--- src/rtl/sysexc_pkg.sv ---
package sysexc_pkg;
    localparam int NSLOT = 8;
    localparam int VEC_W = 9;

    localparam int SL_NMI     = 0;
    localparam int SL_MEM     = 1;
    localparam int SL_BUS     = 2;
    localparam int SL_USAGE   = 3;
    localparam int SL_SVC     = 4;
    localparam int SL_DEBUG   = 5;
    localparam int SL_PENDSV  = 6;
    localparam int SL_SYSTICK = 7;

    localparam int OFF_ICSR  = 'hD04;
    localparam int OFF_VTOR  = 'hD08;
    localparam int OFF_AIRCR = 'hD0C;
    localparam int OFF_PRIO  = 'hD18;
    localparam int OFF_SHCSR = 'hD24;

    localparam logic [15:0] RESET_KEY = 16'h05FA;

    typedef enum logic [1:0] {
        SX_IDLE     = 2'b00,
        SX_PEND     = 2'b01,
        SX_ACT      = 2'b10,
        SX_ACT_PEND = 2'b11
    } sx_state_e;

    function automatic logic [VEC_W-1:0] vec_of(input int slot);
        case (slot)
            SL_NMI:     vec_of = VEC_W'(2);
            SL_MEM:     vec_of = VEC_W'(4);
            SL_BUS:     vec_of = VEC_W'(5);
            SL_USAGE:   vec_of = VEC_W'(6);
            SL_SVC:     vec_of = VEC_W'(11);
            SL_DEBUG:   vec_of = VEC_W'(12);
            SL_PENDSV:  vec_of = VEC_W'(14);
            default:    vec_of = VEC_W'(15);
        endcase
    endfunction
endpackage

--- src/rtl/sysexc_slot.sv ---
module sysexc_slot
    import sysexc_pkg::*;
(
    input  logic clk,
    input  logic rst_n,
    input  logic set_i,
    input  logic clr_i,
    input  logic act_i,
    input  logic done_i,
    output logic pend_o,
    output logic act_o
);
    sx_state_e state_q, state_d;
    logic      pend_n, act_n;

    always_ff @(posedge clk or negedge rst_n) begin
        if (!rst_n) state_q <= SX_IDLE;
        else        state_q <= state_d;
    end

    always_comb begin
        pend_n = set_i | (pend_o & ~clr_i & ~act_i);
        act_n  = act_i | (act_o & ~done_i);
        unique case ({act_n, pend_n})
            2'b00:   state_d = SX_IDLE;
            2'b01:   state_d = SX_PEND;
            2'b10:   state_d = SX_ACT;
            default: state_d = SX_ACT_PEND;
        endcase
    end

    always_comb begin
        unique case (state_q)
            SX_IDLE:     begin pend_o = 1'b0; act_o = 1'b0; end
            SX_PEND:     begin pend_o = 1'b1; act_o = 1'b0; end
            SX_ACT:      begin pend_o = 1'b0; act_o = 1'b1; end
            default:     begin pend_o = 1'b1; act_o = 1'b1; end
        endcase
    end
endmodule

--- src/rtl/sysexc_lowpend.sv ---
module sysexc_lowpend
    import sysexc_pkg::*;
(
    input  logic [NSLOT-1:0] pend_i,
    output logic [VEC_W-1:0] vec_o
);
    always_comb begin
        vec_o = '0;
        for (int k = NSLOT - 1; k >= 0; k--) begin
            if (pend_i[k]) vec_o = vec_of(k);
        end
    end
endmodule

--- src/rtl/sysexc_prio.sv ---
module sysexc_prio #(
    parameter int ADDR_W = 12,
    parameter int NWORD  = 3,
    parameter int BASE   = 'hD18,
    localparam int FLAT_W = NWORD * 32
) (
    input  logic              clk,
    input  logic              rst_n,
    input  logic              wr_i,
    input  logic [ADDR_W-1:0] addr_i,
    input  logic [31:0]       wdata_i,
    output logic [FLAT_W-1:0] prio_o,
    output logic              hit_o,
    output logic [31:0]       rdata_o
);
    logic [NWORD-1:0] hit;

    for (genvar w = 0; w < NWORD; w++) begin : g_word
        assign hit[w] = (addr_i == ADDR_W'(BASE + 4 * w));
        always_ff @(posedge clk or negedge rst_n) begin
            if (!rst_n)              prio_o[w*32 +: 32] <= '0;
            else if (wr_i && hit[w]) prio_o[w*32 +: 32] <= wdata_i;
        end
    end

    assign hit_o = |hit;

    always_comb begin
        rdata_o = '0;
        for (int w = 0; w < NWORD; w++) begin
            if (hit[w]) rdata_o = prio_o[w*32 +: 32];
        end
    end
endmodule

--- src/rtl/sysexc_ctl.sv ---
module sysexc_ctl
    import sysexc_pkg::*;
#(
    parameter int ADDR_W     = 12,
    parameter int PRIO_WORDS = 3,
    localparam int PRIO_W    = PRIO_WORDS * 32
) (
    input  logic              clk,
    input  logic              rst_n,
    input  logic              bus_wr,
    input  logic [ADDR_W-1:0] bus_addr,
    input  logic [31:0]       bus_wdata,
    output logic [31:0]       bus_rdata,
    input  logic [NSLOT-1:0]  set_pend_i,
    input  logic [NSLOT-1:0]  exc_act_i,
    input  logic [NSLOT-1:0]  exc_done_i,
    output logic [NSLOT-1:0]  pend_o,
    output logic [2:0]        fault_en_o,
    output logic [31:0]       vtor_o,
    output logic              reset_req_o,
    output logic [PRIO_W-1:0] prio_o
);
    localparam logic [ADDR_W-1:0] A_ICSR  = ADDR_W'(OFF_ICSR);
    localparam logic [ADDR_W-1:0] A_VTOR  = ADDR_W'(OFF_VTOR);
    localparam logic [ADDR_W-1:0] A_AIRCR = ADDR_W'(OFF_AIRCR);
    localparam logic [ADDR_W-1:0] A_SHCSR = ADDR_W'(OFF_SHCSR);

    logic [NSLOT-1:0] sw_set, sw_clr, act_q;
    logic [VEC_W-1:0] low_vec;
    logic             wr_icsr, prio_hit;
    logic [31:0]      prio_rd;

    assign wr_icsr = bus_wr && (bus_addr == A_ICSR);

    always_comb begin
        sw_set = '0;
        sw_clr = '0;
        sw_set[SL_NMI]     = wr_icsr & bus_wdata[31];
        sw_set[SL_PENDSV]  = wr_icsr & bus_wdata[28];
        sw_clr[SL_PENDSV]  = wr_icsr & bus_wdata[27];
        sw_set[SL_SYSTICK] = wr_icsr & bus_wdata[26];
        sw_clr[SL_SYSTICK] = wr_icsr & bus_wdata[25];
    end

    for (genvar k = 0; k < NSLOT; k++) begin : g_slot
        sysexc_slot u_slot (
            .clk    (clk),
            .rst_n  (rst_n),
            .set_i  (set_pend_i[k] | sw_set[k]),
            .clr_i  (sw_clr[k]),
            .act_i  (exc_act_i[k]),
            .done_i (exc_done_i[k]),
            .pend_o (pend_o[k]),
            .act_o  (act_q[k])
        );
    end

    sysexc_lowpend u_low (
        .pend_i (pend_o),
        .vec_o  (low_vec)
    );

    sysexc_prio #(
        .ADDR_W (ADDR_W),
        .NWORD  (PRIO_WORDS),
        .BASE   (OFF_PRIO)
    ) u_prio (
        .clk     (clk),
        .rst_n   (rst_n),
        .wr_i    (bus_wr),
        .addr_i  (bus_addr),
        .wdata_i (bus_wdata),
        .prio_o  (prio_o),
        .hit_o   (prio_hit),
        .rdata_o (prio_rd)
    );

    always_ff @(posedge clk or negedge rst_n) begin
        if (!rst_n) begin
            vtor_o      <= '0;
            fault_en_o  <= '0;
            reset_req_o <= 1'b0;
        end else begin
            reset_req_o <= bus_wr && (bus_addr == A_AIRCR)
                           && (bus_wdata[31:16] == RESET_KEY) && bus_wdata[2];
            if (bus_wr && bus_addr == A_VTOR)  vtor_o     <= {bus_wdata[31:7], 7'b0};
            if (bus_wr && bus_addr == A_SHCSR) fault_en_o <= bus_wdata[18:16];
        end
    end

    always_comb begin
        bus_rdata = '0;
        case (bus_addr)
            A_ICSR: begin
                bus_rdata[31]    = pend_o[SL_NMI];
                bus_rdata[28]    = pend_o[SL_PENDSV];
                bus_rdata[26]    = pend_o[SL_SYSTICK];
                bus_rdata[20:12] = low_vec;
            end
            A_VTOR: bus_rdata = vtor_o;
            A_SHCSR: begin
                bus_rdata[0]     = act_q[SL_MEM];
                bus_rdata[1]     = act_q[SL_BUS];
                bus_rdata[3]     = act_q[SL_USAGE];
                bus_rdata[7]     = act_q[SL_SVC];
                bus_rdata[8]     = act_q[SL_DEBUG];
                bus_rdata[10]    = act_q[SL_PENDSV];
                bus_rdata[11]    = act_q[SL_SYSTICK];
                bus_rdata[12]    = pend_o[SL_USAGE];
                bus_rdata[13]    = pend_o[SL_MEM];
                bus_rdata[14]    = pend_o[SL_BUS];
                bus_rdata[15]    = pend_o[SL_SVC];
                bus_rdata[18:16] = fault_en_o;
            end
            default: bus_rdata = prio_hit ? prio_rd : '0;
        endcase
    end
endmodule

--- config.mk ---
export PLATFORM = sky130hd
export DESIGN_NAME = sysexc_ctl
export DESIGN_NICKNAME = d
export VERILOG_FILES = /design/src/rtl/sysexc_pkg.sv /design/src/rtl/sysexc_slot.sv /design/src/rtl/sysexc_lowpend.sv /design/src/rtl/sysexc_prio.sv /design/src/rtl/sysexc_ctl.sv
export SDC_FILE = /design/constraint.sdc
export NUM_CORES = 1
export LEC_CHECK = 0
export BUFFER_PORTS_ARGS = -buffer_cell sky130_fd_sc_hd__buf_4
export CORE_MARGIN = 2
export CORE_UTILIZATION = 45
export DETAILED_ROUTE_END_ITERATION = 10
export HOLD_SLACK_MARGIN = 0.03
export PLACE_DENSITY_LB_ADDON = 0.08
export SYNTH_ARGS = -nofsm -noshare
export SYNTH_HDL_FRONTEND = slang
export SYNTH_SLANG_ARGS = --single-unit
--- constraint.sdc ---
create_clock -name clk -period 2.8 [get_ports clk]
set_clock_uncertainty 0.05 [all_clocks]
set_input_delay 0.14 -clock clk [delete_from_list [all_inputs] [get_ports clk]]
set_output_delay 0.14 -clock clk [all_outputs]
set_load 0.01 [all_outputs]
After elaboration in Yosys (flattened, before gate mapping):

Index checks and enable logic that the tools add are counted.

* input bits: 71
* flip-flop bits (word level): 141

* mux-type cells: 51
* equal/unequal tests: 40
* reduce and logical (&&, ||, !) cells: 45
* bitwise gates (word level): 60

Operator list (count)
* two-way mux 32 bit: 4
* == test 12 bit, second input constant: 7
* one-hot mux 2 bit (3 select lines): 11
* OR reduction 2 bit: 18
* == test 2 x 1 -> 1 bit, second input constant: 16
* == test 2 bit, second input constant: 16
* logical NOT 2 bit: 16
* two-way mux 4 bit: 8
* bitwise AND 1 bit: 23
* one-hot mux 7 bit (3 select lines): 1
* OR 1 bit: 19
* NOT 1 bit: 18
* two-way mux 1 bit: 17
* == test 16 x 11 -> 1 bit, second input constant: 1
* one-hot mux 5 bit (2 select lines): 1
* logical AND 1 bit: 9
* one-hot mux 1 bit (3 select lines): 3
* one-hot mux 2 bit (2 select lines): 2
* one-hot mux 1 bit (2 select lines): 3
* OR reduction 3 bit: 2
* two-way mux 3 bit: 1

Depth between registers and ports, before layout:

* depth in word-level cells: 11
* gate-level depth with buffers: 7
* mapped depth without buffers: 4

Hierarchy:

A second synthesis with hierarchy kept.

* cells, all modules: 590
* area total of the unflattened synthesis: 7269.5 um2

By module, submodules not included
* sysexc_prio: instances 1, area each 4560.6 um2, cells each 326
* sysexc_ctl: instances 1, area each 1929.4 um2, cells each 181
* sysexc_slot: instances 8, area each 81.3 um2, cells each 8
* sysexc_lowpend: instances 1, area each 128.9 um2, cells each 19

Least setup slack after synthesis:

Ideal clock, no wire load.

* kind: input -> register
* start: input bus_addr[4]
* end: register vtor_o[11]
* data arrival time: 1.674 ns
* library setup time: 0.125 ns
* data required time: 2.625 ns
* cell stages on the path: 7
* slack: 0.951 ns
* path through: or4_4 buf_6 nor2_4 and3_1 buf_4 buf_6 mux2_2

* longest elaborated chain between the ends: 2

Ends and longest elaborated chain
* start, declared: line sysexc_ctl.sv:11 `input logic [ADDR_W-1:0] bus_addr,`
* == test 12 bit: line sysexc_ctl.sv:86 `if (bus_wr && bus_addr == A_VTOR) vtor_o <= {bus_wdata[31:7], 7'b0};`
* logical AND 1 bit: line sysexc_ctl.sv:86
* end signal, assigned: line sysexc_ctl.sv:86
* end, declared: line sysexc_ctl.sv:19 `output logic [31:0] vtor_o,`

Every way passes these cells.
A chain may end at the register's enable or synchronous reset.

Worst setup path in the final report:

* start: input bus_addr[4]
* end: output bus_rdata[11]

* longest elaborated chain between the ends: 6

Ends and longest elaborated chain
* == test 12 bit: line sysexc_prio.sv:19 `assign hit[w] = (addr_i == ADDR_W'(BASE + 4 * w));`
* two-way mux 32 bit (3 in a row): line sysexc_prio.sv:31 `if (hit[w]) rdata_o = prio_o[w*32 +: 32];`
* two-way mux 32 bit: line sysexc_ctl.sv:115 `default: bus_rdata = prio_hit ? prio_rd : '0;`
* one-hot mux 2 bit (3 select lines) (*): line sysexc_ctl.sv:93 `case (bus_addr)`
* end, declared: line sysexc_ctl.sv:13 `output logic [31:0] bus_rdata,`

Mark *: on every way between the ends. The rest lies on a longest branch, timed or not.

==> out/metrics.cfg <==
[worst_setup_path]
crit_top_cell = buf_4
crit_type = in2out
crit_path_max_incr_delay_ns = 0.57
path_buf_inv = 3
start_kind = input port
cp.arrival_ns = 2.03
crit_family = simple AND/OR/NAND/NOR gates
crit_fanout = 13
end_kind = output port
crit_slowest_cell = or4b_4
cp.required_ns = 2.61
crit_path_cell_trace = buf_4 -> or4b_4 -> nor3_4 -> buf_4 -> a221oi_1 -> o31ai_1 -> buf_4

[synthesis]
synth_top_family_by_area = multiplexers
yosys.area_share.simple_pct = 6.70
yosys.area_share.xor_xnor_pct = 0
synthCells = 544
synth_top_flop_cell = dfrtp_1
ys_warn_count = 0
ys_ff_latch = 140
synth_edf_count = 0
synth.yosys.seq_area_share_pct = 51.7
synth_area_um2 = 6780
synthAdderAreaFrac_pct = 0
synth.area.mux_share_pct = 21.2
yosysUniqueCellTypes = 50
synth_compound_area_share_pct = 14.0
postSynthAreaPerCell_um2 = 12.5
synthArstFlopShare_pct = 100

[layout]
design_area_um2 = 9980
fillers = 1075
seq_area_um2 = 3500
nets = 902
fin_util_pct = 68.2
final_cell_mix = buf_4 (253), dfrtp_1 (140), mux2_2 (120)
final_common_cell = buf_4
final_cells = 1028
multi_input_area_um2 = 2890
num_antenna_cells = 0
drive_gt1_share_pct = 52.0
synthToLayoutAreaGrowth_pct = 47.3

[cts]
clk_path_buf_depth = 2
clkSlewWorstSetupHoldPaths_ns = 0.05
cts_tree = done
root_buffer = clkbuf_16
clkLatencyLatePin_ns = 0.41
postCtsHoldBufs = 65
cts-buffers-inserted = 17
cts_resized = 0
post_cts_buffers = 0
h-tree-depth = 4
cts_sinks = 140

[routing]
postRouteAntennaNets = 0
met2WireLength_mm = 10.6
topRoutingLayerUsed = met4
wl_mm = 22.6
vias = 5840
dr.pass1.iters = 5
wl_met3_mm = 1.91
drtIter0Drc = 561
post_drt_wl_per_cell_um = 22.0
wl_met1_mm = 9.58
post-route-drc-count = 0
avgViaCountPerCell = 5.68

[die]
core-area_um2 = 14600
rows = 44
ios = 243
initial_core_util_pct = 46.3
die_area_um2 = 16100
die_y_um = 127
die_x_um = 127

[pwr]
powerDensity_nw_per_um2 = 485
total_power_mw = 4.84
irDropWorstVdd_mv = 0.672
leakage_nw = 4.97

[global_route]
grt_pass1_vias = 6019
grt_overflow = 0
grt_max_degree = 73
antenna_found_initial = 0
grt_pass1_wl_mm = 34.2
grt_use_total_pct = 27.9

[timing]
rsz0062_at_grt = no
post-route-period-util_pct = 79.4
relSlewSlack_pct = 53.0
fin_tns_setup_ns = 0
hold_viol_final = 0
finalSetupViolCount = 0
tightest_slew_ns = 0.705
fmax_ghz = 0.450
fin_crit_ns = 2.22
maxSlewViolCount = 0

[status]
outcome = completed

[place]
gpl.final_weighted_congestion = 0.847
placed_area_um2 = 8690
dp_hpwl_mm = 15.1
dp.cells = 931
portBuffers = 234

[flow_run]
max_cap_violations = 0

[min_path]
hold_path_class = in2reg

Yosys cell counts (2+ instances only):
| cell type | instances | area [um^2] |
|---|---|---|
| mux2_1 | 5 | 56.3 |
| nand4_1 | 3 | 18.8 |
| buf_1 | 3 | 11.3 |
| buf_2 | 7 | 35.0 |
| mux2_2 | 120 | 1350 |
| a31oi_1 | 2 | 12.5 |
| a21o_1 | 7 | 52.6 |
| inv_1 | 15 | 56.3 |
| dfrtp_1 | 140 | 3500 |
| nand2b_1 | 2 | 12.5 |
| o31ai_1 | 7 | 52.6 |
| nor2_1 | 7 | 26.3 |
| a22oi_1 | 18 | 135 |
| buf_4 | 26 | 195 |
| a21oi_1 | 30 | 150 |
| o22a_2 | 3 | 30.0 |
| nand3_1 | 18 | 90.1 |
| nand2_1 | 4 | 15.0 |
| nor3_1 | 5 | 25.0 |
| a221oi_1 | 9 | 78.8 |
| clkbuf_2 | 2 | 10.0 |
| buf_6 | 4 | 45.0 |
| a22o_2 | 11 | 110 |
| nor2b_1 | 4 | 25.0 |
| a221o_1 | 17 | 170 |
| clkbuf_1 | 20 | 75.1 |
| and2_1 | 2 | 12.5 |
| and3_1 | 7 | 43.8 |
| or2_2 | 2 | 12.5 |
| o211ai_1 | 2 | 15.0 |
| o21ai_0 | 15 | 75.1 |
| a22o_1 | 3 | 26.3 |
| mux2i_1 | 3 | 30.0 |
| nor4_1 | 2 | 12.5 |
| nand4b_1 | 4 | 35.0 |
through the flow:
stage / hold WS, ns / setup WS [ns]
after floorplan: -0.206 / 0.951
after global placement: 0.144 / 0.433
after detailed placement: 0.149 / 0.393
after CTS: 0.148 / 0.547
after global routing: 0.159 / 0.463
final: 0.160 / 0.578
final timing paths:
check / start / to / slack, ns / cells past startpoint
hold reg to reg: u_prio.prio_o[70]$_DFFE_PN0P_ / u_prio.prio_o[70]$_DFFE_PN0P_ / 0.47 / 1
setup reg to reg: g_slot[6].u_slot.state_q[0]$_DFF_PN0_ / g_slot[6].u_slot.state_q[0]$_DFF_PN0_ / 1.14 / 3
max in group asynchronous: rst_n / u_prio.prio_o[18]$_DFFE_PN0P_ / 1.64 / 3
min in group asynchronous: rst_n / g_slot[4].u_slot.state_q[0]$_DFF_PN0_ / 0.26 / 2
hold / removal: bus_addr[3] / reset_req_o$_DFF_PN0_ / 0.16 / 5
setup / recovery: bus_addr[4] / bus_rdata[11] / 0.58 / 7
cells by family (layout without fill, tap and decap cells):
kind of cell / after synthesis / in the layout
flip-flops: 140 / 140
AO/OA/AOI/OAI: 129 / 129
multiplexers: 128 / 128
buffers and inverters: 77 / 371
AND/OR/NAND/NOR: 69 / 69
other: 1 / 7
layer usage:
| metal | global-route usage [%] | vias up |
|---|---|---|
| li1 | - | 2579 |
| met1 | 37.3 | 2919 |
| met2 | 44.5 | 307 |
| met3 | 8.18 | 35 |
| met4 | 8.27 | 0 |
| met5 | 0 | - |
cell type report:
class / count / area share, %
timing repair buffer: 324 / 26.7
tap: 184 / 2.31
clock inverter: 11 / 1.65
multi-input combinational: 333 / 29.0
clock buffer: 21 / 4.71
inverter: 15 / 0.564
sequential: 140 / 35.1
report_power, final:
group / switching, mW / internal, mW / total (mW)
Sequential: 0.0302 / 2.05 / 2.08
Combinational: 0.174 / 0.186 / 0.360
Clock: 0.841 / 1.56 / 2.40
Total: 1.05 / 3.79 / 4.84
tightest hold or removal path: cells and delay by family:
family,cells,cell delay (ns)
buf+inv,1,0.16
simple gates,4,0.28
sequential cells by signal, summed over array words and instances, names as in the netlist:
signal,flops
fault_en_o,3
g_slot.u_slot.state_q,15
reset_req_o,1
u_prio.prio_o,96
vtor_o,25
Power figures use the tool's default switching activity.
